### config.mk
export PLATFORM = sky130hd
export DESIGN_NAME = tagged_result_fifo
export DESIGN_NICKNAME = d
export VERILOG_FILES = /design/src/rtl/tfifo_pkg.sv /design/src/rtl/tfifo_ptrs.sv /design/src/rtl/tfifo_store.sv /design/src/rtl/tfifo_flags.sv /design/src/rtl/tagged_result_fifo.sv
export SDC_FILE = /design/constraint.sdc
export NUM_CORES = 1
export LEC_CHECK = 0
export CAP_MARGIN = 20
export CORE_MARGIN = 2
export CORE_UTILIZATION = 45
export DETAILED_ROUTE_END_ITERATION = 12
export DONT_BUFFER_PORTS = 1
export SYNTH_ARGS = -nofsm -noshare
export SYNTH_HDL_FRONTEND = slang
export SYNTH_SLANG_ARGS = --single-unit
### constraint.sdc
create_clock -name clk -period 1.05 [get_ports clk]
set_input_delay 0.105 -clock clk [delete_from_list [all_inputs] [get_ports clk]]
set_output_delay 0.105 -clock clk [all_outputs]
set_load 0.02 [all_outputs]
### src/rtl/tfifo_pkg.sv
package tfifo_pkg;
  localparam int DEF_DEPTH    = 16;
  localparam int DEF_RESULT_W = 12;
  localparam int DEF_CHAN_W   = 5;
  localparam int STAGE_W      = 4;
endpackage

### src/rtl/tfifo_ptrs.sv
module tfifo_ptrs #(
  parameter int DEPTH = 16,
  localparam int PTR_W = (DEPTH > 1) ? $clog2(DEPTH) : 1,
  localparam int CNT_W = $clog2(DEPTH + 1)
) (
  input  logic             clk,
  input  logic             rst_n,
  input  logic             wr_en,
  input  logic             rd_en,
  input  logic             clr,
  output logic             wr_ok,
  output logic             rd_ok,
  output logic             ovr_req,
  output logic [PTR_W-1:0] wptr,
  output logic [PTR_W-1:0] rptr,
  output logic [CNT_W-1:0] count_q,
  output logic [CNT_W-1:0] count_d
);
  localparam logic [PTR_W-1:0] LAST = PTR_W'(DEPTH - 1);
  localparam logic [CNT_W-1:0] FULL = CNT_W'(DEPTH);

  logic [PTR_W-1:0] wptr_d, rptr_d;
  logic             is_full, is_empty;

  assign is_full  = (count_q == FULL);
  assign is_empty = (count_q == '0);

  always_comb begin
    rd_ok   = rd_en && !clr && !is_empty;
    wr_ok   = wr_en && !clr && (!is_full || rd_ok);
    ovr_req = wr_en && !clr && !wr_ok;
    wptr_d  = wptr;
    rptr_d  = rptr;
    count_d = count_q;
    if (clr) begin
      wptr_d  = '0;
      rptr_d  = '0;
      count_d = '0;
    end else begin
      if (wr_ok) wptr_d = (wptr == LAST) ? '0 : wptr + 1'b1;
      if (rd_ok) rptr_d = (rptr == LAST) ? '0 : rptr + 1'b1;
      count_d = count_q + CNT_W'(wr_ok) - CNT_W'(rd_ok);
    end
  end

  always_ff @(posedge clk or negedge rst_n) begin
    if (!rst_n) begin
      wptr    <= '0;
      rptr    <= '0;
      count_q <= '0;
    end else begin
      wptr    <= wptr_d;
      rptr    <= rptr_d;
      count_q <= count_d;
    end
  end
endmodule

### src/rtl/tfifo_store.sv
module tfifo_store #(
  parameter int DEPTH   = 16,
  parameter int ENTRY_W = 17,
  localparam int PTR_W  = (DEPTH > 1) ? $clog2(DEPTH) : 1
) (
  input  logic               clk,
  input  logic               rst_n,
  input  logic               wr_ok,
  input  logic [PTR_W-1:0]   wptr,
  input  logic [ENTRY_W-1:0] wr_entry,
  input  logic               rd_en,
  input  logic               rd_ok,
  input  logic [PTR_W-1:0]   rptr,
  output logic [ENTRY_W-1:0] rd_entry,
  output logic               rd_valid
);
  logic [ENTRY_W-1:0] slot [DEPTH];
  logic [ENTRY_W-1:0] rd_entry_d;
  logic               rd_valid_d;

  for (genvar g = 0; g < DEPTH; g++) begin : g_slot
    logic slot_en;
    assign slot_en = wr_ok && (wptr == PTR_W'(g));
    always_ff @(posedge clk) begin
      if (slot_en) slot[g] <= wr_entry;
    end
  end

  always_comb begin
    rd_entry_d = rd_entry;
    rd_valid_d = rd_valid;
    if (rd_en) begin
      rd_valid_d = rd_ok;
      rd_entry_d = rd_ok ? slot[rptr] : '0;
    end
  end

  always_ff @(posedge clk or negedge rst_n) begin
    if (!rst_n) begin
      rd_entry <= '0;
      rd_valid <= 1'b0;
    end else begin
      rd_entry <= rd_entry_d;
      rd_valid <= rd_valid_d;
    end
  end
endmodule

### src/rtl/tfifo_flags.sv
module tfifo_flags #(
  parameter int CNT_W   = 5,
  parameter int STAGE_W = 4,
  localparam int CMP_W  = (CNT_W > STAGE_W + 1) ? CNT_W : STAGE_W + 1
) (
  input  logic               clk,
  input  logic               rst_n,
  input  logic               wr_ok,
  input  logic               ovr_req,
  input  logic               clr,
  input  logic [CNT_W-1:0]   count_q,
  input  logic [CNT_W-1:0]   count_d,
  input  logic [STAGE_W-1:0] stage_n,
  input  logic               flag_clr,
  input  logic               ovr_clr,
  output logic               thr_flag,
  output logic               overrun
);
  logic [CMP_W-1:0] thr;
  logic             hit;
  logic             flag_d, ovr_d;

  always_comb begin
    thr = CMP_W'(stage_n) + 1'b1;
    hit = wr_ok && (CMP_W'(count_d) == thr) && (CMP_W'(count_q) != thr);
    flag_d = thr_flag;
    if (hit)           flag_d = 1'b1;
    else if (flag_clr) flag_d = 1'b0;
    ovr_d = overrun;
    if (ovr_req)              ovr_d = 1'b1;
    else if (ovr_clr || clr)  ovr_d = 1'b0;
  end

  always_ff @(posedge clk or negedge rst_n) begin
    if (!rst_n) begin
      thr_flag <= 1'b0;
      overrun  <= 1'b0;
    end else begin
      thr_flag <= flag_d;
      overrun  <= ovr_d;
    end
  end
endmodule

### src/rtl/tagged_result_fifo.sv
module tagged_result_fifo
  import tfifo_pkg::*;
#(
  parameter int DEPTH    = DEF_DEPTH,
  parameter int RESULT_W = DEF_RESULT_W,
  parameter int CHAN_W   = DEF_CHAN_W
) (
  input  logic                clk,
  input  logic                rst_n,
  input  logic                wr_en,
  input  logic [RESULT_W-1:0] wr_result,
  input  logic [CHAN_W-1:0]   wr_chan,
  input  logic                rd_en,
  output logic [RESULT_W-1:0] rd_result,
  output logic [CHAN_W-1:0]   rd_chan,
  output logic                rd_valid,
  input  logic                fifo_clr,
  input  logic                ovr_clr,
  input  logic                flag_clr,
  input  logic [STAGE_W-1:0]  stage_n,
  input  logic                irq_en,
  output logic                empty,
  output logic                overrun,
  output logic                thr_flag,
  output logic                irq
);
  localparam int ENTRY_W = RESULT_W + CHAN_W;
  localparam int PTR_W   = (DEPTH > 1) ? $clog2(DEPTH) : 1;
  localparam int CNT_W   = $clog2(DEPTH + 1);

  logic [1:0]         rst_pipe;
  logic               rst_sync_n;
  logic               wr_ok, rd_ok, ovr_req;
  logic [PTR_W-1:0]   wptr, rptr;
  logic [CNT_W-1:0]   count_q, count_d;
  logic [ENTRY_W-1:0] rd_entry;

  always_ff @(posedge clk or negedge rst_n) begin
    if (!rst_n) rst_pipe <= 2'b00;
    else        rst_pipe <= {rst_pipe[0], 1'b1};
  end
  assign rst_sync_n = rst_pipe[1];

  tfifo_ptrs #(.DEPTH(DEPTH)) u_ptrs (
    .clk(clk), .rst_n(rst_sync_n), .wr_en(wr_en), .rd_en(rd_en),
    .clr(fifo_clr), .wr_ok(wr_ok), .rd_ok(rd_ok), .ovr_req(ovr_req),
    .wptr(wptr), .rptr(rptr), .count_q(count_q), .count_d(count_d)
  );

  tfifo_store #(.DEPTH(DEPTH), .ENTRY_W(ENTRY_W)) u_store (
    .clk(clk), .rst_n(rst_sync_n), .wr_ok(wr_ok), .wptr(wptr),
    .wr_entry({wr_chan, wr_result}), .rd_en(rd_en), .rd_ok(rd_ok),
    .rptr(rptr), .rd_entry(rd_entry), .rd_valid(rd_valid)
  );

  tfifo_flags #(.CNT_W(CNT_W), .STAGE_W(STAGE_W)) u_flags (
    .clk(clk), .rst_n(rst_sync_n), .wr_ok(wr_ok), .ovr_req(ovr_req),
    .clr(fifo_clr), .count_q(count_q), .count_d(count_d),
    .stage_n(stage_n), .flag_clr(flag_clr), .ovr_clr(ovr_clr),
    .thr_flag(thr_flag), .overrun(overrun)
  );

  assign rd_result = rd_entry[RESULT_W-1:0];
  assign rd_chan   = rd_entry[ENTRY_W-1:RESULT_W];
  assign empty     = (count_q == '0);
  assign irq       = thr_flag & irq_en;
endmodule

==> impl_metrics.json, run 1 <==
{
  "clock_path_buffers": 3,
  "grt_pass1_vias": 6970,
  "syn_area_um2": 12400,
  "worstPathRequired_ps": 1480,
  "wl_per_cell_um": 26.5,
  "wl_um": 30900,
  "clock-sinks": 307,
  "first_pass_iters": 4,
  "r2r-end": "u_flags.thr_flag",
  "hold_path_depth": 3,
  "synth-seq-cells": 307,
  "violations": "setup timing",
  "clkLatencyLatePin_ps": 510,
  "fin_skew_ps": 17.1,
  "worst_ep_arrival_time_ps": 3210,
  "grt_overflow": 0,
  "cts_tree": "built",
  "final_antenna_net_count": 0,
  "hold_path_end": "u_flags.thr_flag",
  "holdCritStartpoint": "fifo_clr",
  "portBuffers": 0,
  "use_met3": 0.0366,
  "syn-num-nets": 638,
  "layout-area-overhead-vs-synth_pct": 33.8,
  "post-route-min-period_ps": 2780,
  "ctsHtreeMaxLevel": 2,
  "grt_usage": 0.218,
  "drive_gt1_frac": 0.447,
  "ys_seq_area_frac": 0.732,
  "fmax_mhz": 360,
  "drcViolationCount": 0,
  "start_util": 0.458,
  "rsz0062_at_grt": "yes",
  "rows": 60,
  "grt.busiest_layer": "met2",
  "tightest_slew_ps": 915,
  "vdd_ir_drop_max_mv": 1.64,
  "antenna_found_initial": 0,
  "status": "finished with violations",
  "cp-end-kind": "flip-flop",
  "hold_viol": 0,
  "maxSlewHeadroom": 0.388,
  "root_buffer": "clkbuf_16",
  "leakage_uw": 0.00573,
  "final_cell_mix": "edfxtp_1, mux4_2, buf_4",
  "grt_pass1_wl_um": 44800,
  "place.gp.congestion": 0.781,
  "dpl_cell_area_um2": 13800,
  "vias": 6613,
  "grt_max_degree": 34,
  "setup_ws_ps": -1730,
  "cap_viol_max_count": 0,
  "nNetsFinal": 841,
  "die_y_um": 170,
  "synth_cell_types": 46,
  "crit_path_start_kind": "flip-flop",
  "met1_usage": 0.291,
  "vias_per_cell": 5.68,
  "dieArea_um2": 28800,
  "synth_warnings": 0,
  "setup_violations": 327,
  "use_met2": 0.372,
  "syn_inst": 597,
  "synth_area_per_cell_um2": 20.7,
  "core_um2": 27000,
  "dp_hpwl_um": 15800,
  "cts.clk_slew.worst_paths_ps": 60,
  "fin_area_um2": 16500,
  "diodes": 0,
  "rr_startpoint": "u_ptrs.count_q[2]",
  "worst-setup-path-type": "flip-flop to flip-flop",
  "pwr_density_cell_nw_per_um2": 2140,
  "hp-class": "input pin to flip-flop",
  "r2r_cells": 15,
  "ios": 51,
  "cts_buffers": 34,
  "drt_iter0_markers": 686,
  "cp_max_fo": 4,
  "r2r_setup_slack_ps": -1730,
  "dp_slack_ps": -1740,
  "die_x_um": 170,
  "slew_violations": 0,
  "fin_crit_sh": 2.65,
  "setup_tns_ps": -351640,
  "final_common_cell": "edfxtp_1"
}
[layout make-up]
class / instances / area, µm²
repair buffers: 195 / 2650
inverters: 31 / 119
flip-flops and latches: 307 / 9050
multi-input cells: 231 / 3190
clock buffers: 43 / 885
fillers: 1823 / 10400
clock inverters: 16 / 214
well taps: 341 / 427
[kinds of logic (layout without fill, tap and decap cells)]
| group | count (synthesis) | in the layout | synth area share |
|---|---|---|---|
| other | 1 | 1 | 0.000304 |
| muxes | 87 | 87 | 0.167 |
| adders and majority gates | 12 | 12 | 0.0128 |
| buffers and inverters | 59 | 285 | 0.0267 |
| and+or+nand+nor | 80 | 80 | 0.0322 |
| AOI/OAI and AO/OA | 37 | 37 | 0.0183 |
| DFF | 307 | 307 | 0.732 |
| xor gates and xnor gates | 14 | 14 | 0.00993 |
[how the worst max path moves through the flow]
stage / start / end / slack, ps
final: u_ptrs.count_q[2] / u_flags.thr_flag / -1730
after global routing: u_ptrs.count_q[2] / u_flags.thr_flag / -1880
after CTS: u_ptrs.count_q[2] / u_flags.thr_flag / -1680
after detailed placement: u_ptrs.count_q[3] / u_flags.thr_flag / -1740
after global placement: u_ptrs.count_q[3] / u_flags.thr_flag / -1730
after floorplan: u_ptrs.count_q[3] / u_flags.thr_flag / -1820
[per-stage QoR]
stage | util | power (µW) | instances | hold WS [ps]
floorplan | - | 19200 | 597 | -191
global placement | 0.512 | 21000 | 1008 | -191
detailed placement | 0.512 | 21100 | 1008 | -191
CTS | 0.615 | 35500 | 1170 | 78.0
global route | 0.613 | 36700 | 1164 | 98.2
finish | 0.613 | 35300 | 1164 | 84.2
[synth_stat cells, drive strengths merged]
| cell | instances | area share |
|---|---|---|
| conb | 1 | 0.00030 |
| nor3b | 1 | 0.00061 |
| nor3 | 1 | 0.00040 |
| a22o | 1 | 0.00071 |
| and2 | 13 | 0.0066 |
| mux2 | 2 | 0.0018 |
| o2111a | 1 | 0.00091 |
| nor4bb | 1 | 0.00081 |
| nand4 | 3 | 0.0015 |
| o21ai | 19 | 0.0077 |
| nand3 | 3 | 0.0012 |
| a21o | 2 | 0.0013 |
| a311oi | 1 | 0.00071 |
| nand2b | 3 | 0.0015 |
| or2 | 1 | 0.00051 |
| ha | 11 | 0.011 |
| o32ai | 1 | 0.00071 |
| nand3b | 2 | 0.0012 |
| nand2 | 30 | 0.0091 |
| nor2 | 13 | 0.0040 |
| clkbuf | 10 | 0.0037 |
| nor4b | 1 | 0.00071 |
| mux4 | 85 | 0.17 |
| o31ai | 2 | 0.0012 |
| dfrtp | 35 | 0.071 |
| nor2b | 4 | 0.0020 |
| and3 | 4 | 0.0020 |
| dlygate4sd1 | 1 | 0.00071 |
| xor2 | 9 | 0.0064 |
| a31oi | 5 | 0.0025 |
| o22ai | 1 | 0.00051 |
| buf | 17 | 0.013 |
| fa | 1 | 0.0016 |
| edfxtp | 272 | 0.66 |
| a32o | 1 | 0.00081 |
| a21oi | 3 | 0.0012 |
| inv | 31 | 0.0094 |
| xnor2 | 5 | 0.0035 |
[per-layer routing]
metal,up-vias,part of all wire
met5,-,0
met4,0,0.022
met3,50,0.054
met2,228,0.52
li1,2813,-
met1,3522,0.41
[report_power, final]
part | internal [µW] | leakage (µW) | total [µW] | switching [µW]
Combinational | 5440 | 0.00228 | 9390 | 3950
Sequential | 13800 | 0.00291 | 14200 | 395
Clock | 7200 | 0.000535 | 11700 | 4530
[critical path: stages (launching register included)]
cell	delay, ps
dfrtp_1	360
inv_2	60
ha_4	150
nor4b_4	130
or2_4	270
nor2_4	100
inv_2	50
nand2_2	80
ha_4	140
inv_2	40
fa_2	550
nor4bb_1	220
a31oi_1	70
o32ai_1	120
o2111a_1	230
a32o_1	160
[state kept, by name, indices dropped and copies added (netlist names)]
| register | count |
|---|---|
| rst_pipe | 2 |
| u_flags.overrun | 1 |
| u_flags.thr_flag | 1 |
| u_ptrs.count_q | 5 |
| u_ptrs.rptr | 4 |
| u_ptrs.wptr | 4 |
| u_store.rd_entry | 17 |
| u_store.rd_valid | 1 |
| u_store.slot | 272 |
[repair_timing]
item	in CTS	in global routing
hold buffers	25	0
setup buffers	59	13
hold endpoints to repair	307	0
pin swaps	20	22
cloned	21	4
gates resized for setup	94	47
endpoints found under the setup margin	327	327
No activity file was read; power rests on OpenSTA's default activity.
==> inputs of run 2 (changes only) <==
- CORE_ASPECT_RATIO: unset -> 1.4
- RECOVER_POWER: unset -> 100
==> run 2 against run 1 <==
  * The run ends with hold timing, setup timing left
  * Clock skew fell by 2.4 ps
  * Die area barely moved
  * Register-to-register slack got worse by 90 ps
  * Critical path depth is the same
  * Via count shrank 2.8%
  * Wire length fell by 6.0%
  * Fmax decreased by 3.1%
  * Utilization down 1.7 points
==> impl_metrics.json, run 2 (synthesis gave the netlist of run 1 again) <==
{
  "p_clk_frac": 0.298,
  "path_cells": "inv_2 -> ha_4 -> nor4b_4 -> or2_4 -> nor2_4 -> inv_2 -> nand2_2 -> ha_4 -> inv_2 -> fa_2 -> nor4bb_4 -> a31oi_2 -> o32ai_2 -> o2111a_1 -> a32o_1",
  "fmax_mhz": 349,
  "p_sw_frac": 0.254,
  "dpl.cell_count": 1040,
  "pwr_density_cell_nw_per_um2": 2060,
  "p_switching_uw": 8410,
  "drive_gt1_frac": 0.435,
  "crit_path_start_kind": "flip-flop",
  "pwr-share-seq": 0.428,
  "portBuffers": 0,
  "met1_usage": 0.274,
  "crit_path_top_delay_cell": "fa_2",
  "ios": 51,
  "root_buffer": "clkbuf_16",
  "cap_viol_max_count": 0,
  "place.gp.congestion": 0.738,
  "start_util": 0.459,
  "grt_overflow": 0,
  "largest_reg_flops": 272,
  "nNetsFinal": 828,
  "tightest_slew_ps": 750,
  "r2r-end": "u_flags.thr_flag",
  "slew_violations": 0,
  "first_pass_iters": 4,
  "p_int_uw": 24700,
  "grt_usage": 0.211,
  "drcViolationCount": 0,
  "setup_ws_ps": -1820,
  "grt_max_degree": 34,
  "post-route-min-period_ps": 2870,
  "vias": 6431,
  "hold_path_end": "u_flags.overrun",
  "fin_skew_ps": 14.7,
  "grt_pass1_vias": 7004,
  "final_cell_mix": "edfxtp_1, mux4_2, buf_4",
  "use_met3": 0.0284,
  "reg_top3": "u_store.slot (272), u_store.rd_entry (17), u_ptrs.count_q (5)",
  "crit_start": "u_ptrs.count_q[2]",
  "fill_cells": 1911,
  "die_y_um": 200,
  "crit_top_cell": "inv_2",
  "setup_tns_ps": -336830,
  "vias_per_cell": 5.48,
  "final_antenna_net_count": 0,
  "cp-end-kind": "flip-flop",
  "wl_per_cell_um": 24.7,
  "grt.busiest_layer": "met2",
  "combinationalPowerShare": 0.274,
  "worstPathRequired_ps": 1480,
  "final_util": 0.597,
  "setup_violations": 327,
  "hold_ws_ps": -17.1,
  "regMostFlops": "u_store.slot",
  "ctsHtreeMaxLevel": 1,
  "maxSlewHeadroom": 0.500,
  "dieArea_um2": 28800,
  "clkLatencyLatePin_ps": 550,
  "r2r_setup_slack_ps": -1820,
  "finalNonFillerCells": 1174,
  "hold_path_depth": 4,
  "layout-area-overhead-vs-synth_pct": 30.0,
  "cp_max_fo": 4,
  "vdd_ir_drop_max_mv": 1.22,
  "worst-setup-path-type": "flip-flop to flip-flop",
  "hold_viol": 1,
  "leakage_uw": 0.00550,
  "violations": "hold timing, setup timing",
  "rsz0062_at_grt": "yes",
  "clock_path_buffers": 3,
  "r2r_cells": 15,
  "use_met2": 0.368,
  "core_um2": 26900,
  "diodes": 0,
  "wl_um": 29100,
  "antenna_found_initial": 0,
  "critPathMaxStageDelay_ps": 470,
  "final_common_cell": "edfxtp_1",
  "holdCritStartpoint": "rd_en",
  "grt_pass1_wl_um": 43300,
  "fin_crit_sh": 2.73,
  "worst_ep_arrival_time_ps": 3290,
  "dp_hpwl_um": 16700,
  "die_x_um": 144,
  "cts.clk_slew.worst_paths_ps": 60,
  "cts_buffers": 29,
  "hp-class": "input pin to flip-flop",
  "rows": 71,
  "status": "finished with violations",
  "rr_startpoint": "u_ptrs.count_q[2]",
  "drt_iter0_markers": 574,
  "cts_tree": "built",
  "clock-sinks": 307
}
## run 2: timing repair
item,in CTS,in global routing
pin swaps,18,24
cloned,14,0
gates resized for setup,82,40
buffers inserted,49,15
hold buffers,23,3
setup endpoints to repair,327,327
hold endpoints to repair,307,19
## run 2: worst max-delay path by stage
stage	end	slack, ps	cells after the start
after CTS	u_flags.thr_flag	-1820	15
after detailed placement	u_flags.thr_flag	-1810	14
after global routing	u_flags.thr_flag	-1980	14
after floorplan	u_flags.thr_flag	-1820	15
after global placement	u_flags.thr_flag	-1740	14
final	u_flags.thr_flag	-1820	15
## run 2: power by group through the flow
stage,Sequential [µW],Combinational (µW),Clock (µW)
after global placement,14400,6710,0
after floorplan,14600,4650,0
after global routing,14200,9700,10500
final,14200,9060,9860
after CTS,14200,8710,10100
after detailed placement,14400,6850,0
## run 2: cell type report
class | count | area, µm² | share of cell area
inverters | 31 | 119 | 0.00740
flip-flops and latches | 307 | 9050 | 0.564
clock buffers | 43 | 788 | 0.0491
multi-input cells | 231 | 3160 | 0.197
repair buffers | 187 | 2380 | 0.148
well taps | 365 | 457 | 0.0284
clock inverters | 10 | 100 | 0.00623
## run 2: per-stage QoR
step,hold slack (ps),power (µW),setup slack (ps),instance area [µm²]
4_1_cts,-376,32900,-1820,16100
3_5_place_dp,-191,21300,-1810,13900
2_1_floorplan,-191,19200,-1820,12400
3_3_place_gp,-191,21100,-1740,13900
5_1_grt,11.4,34500,-1980,16100
6_report,-17.1,33100,-1820,16100
## run 2: metal layers
metal / vias up / wire length (µm)
met5: - / 0
met3: 52 / 1360
met4: 0 / 886
met1: 3426 / 11300
li1: 2771 / -
met2: 182 / 15500
## run 2: worst max-delay path, delay by kind of cell, from the launching register on
kind / cells / cell delay [ps]
simple gates: 5 / 670
flops: 1 / 400
compound gates: 4 / 740
buf+inv: 3 / 190
fa+ha+maj: 3 / 760
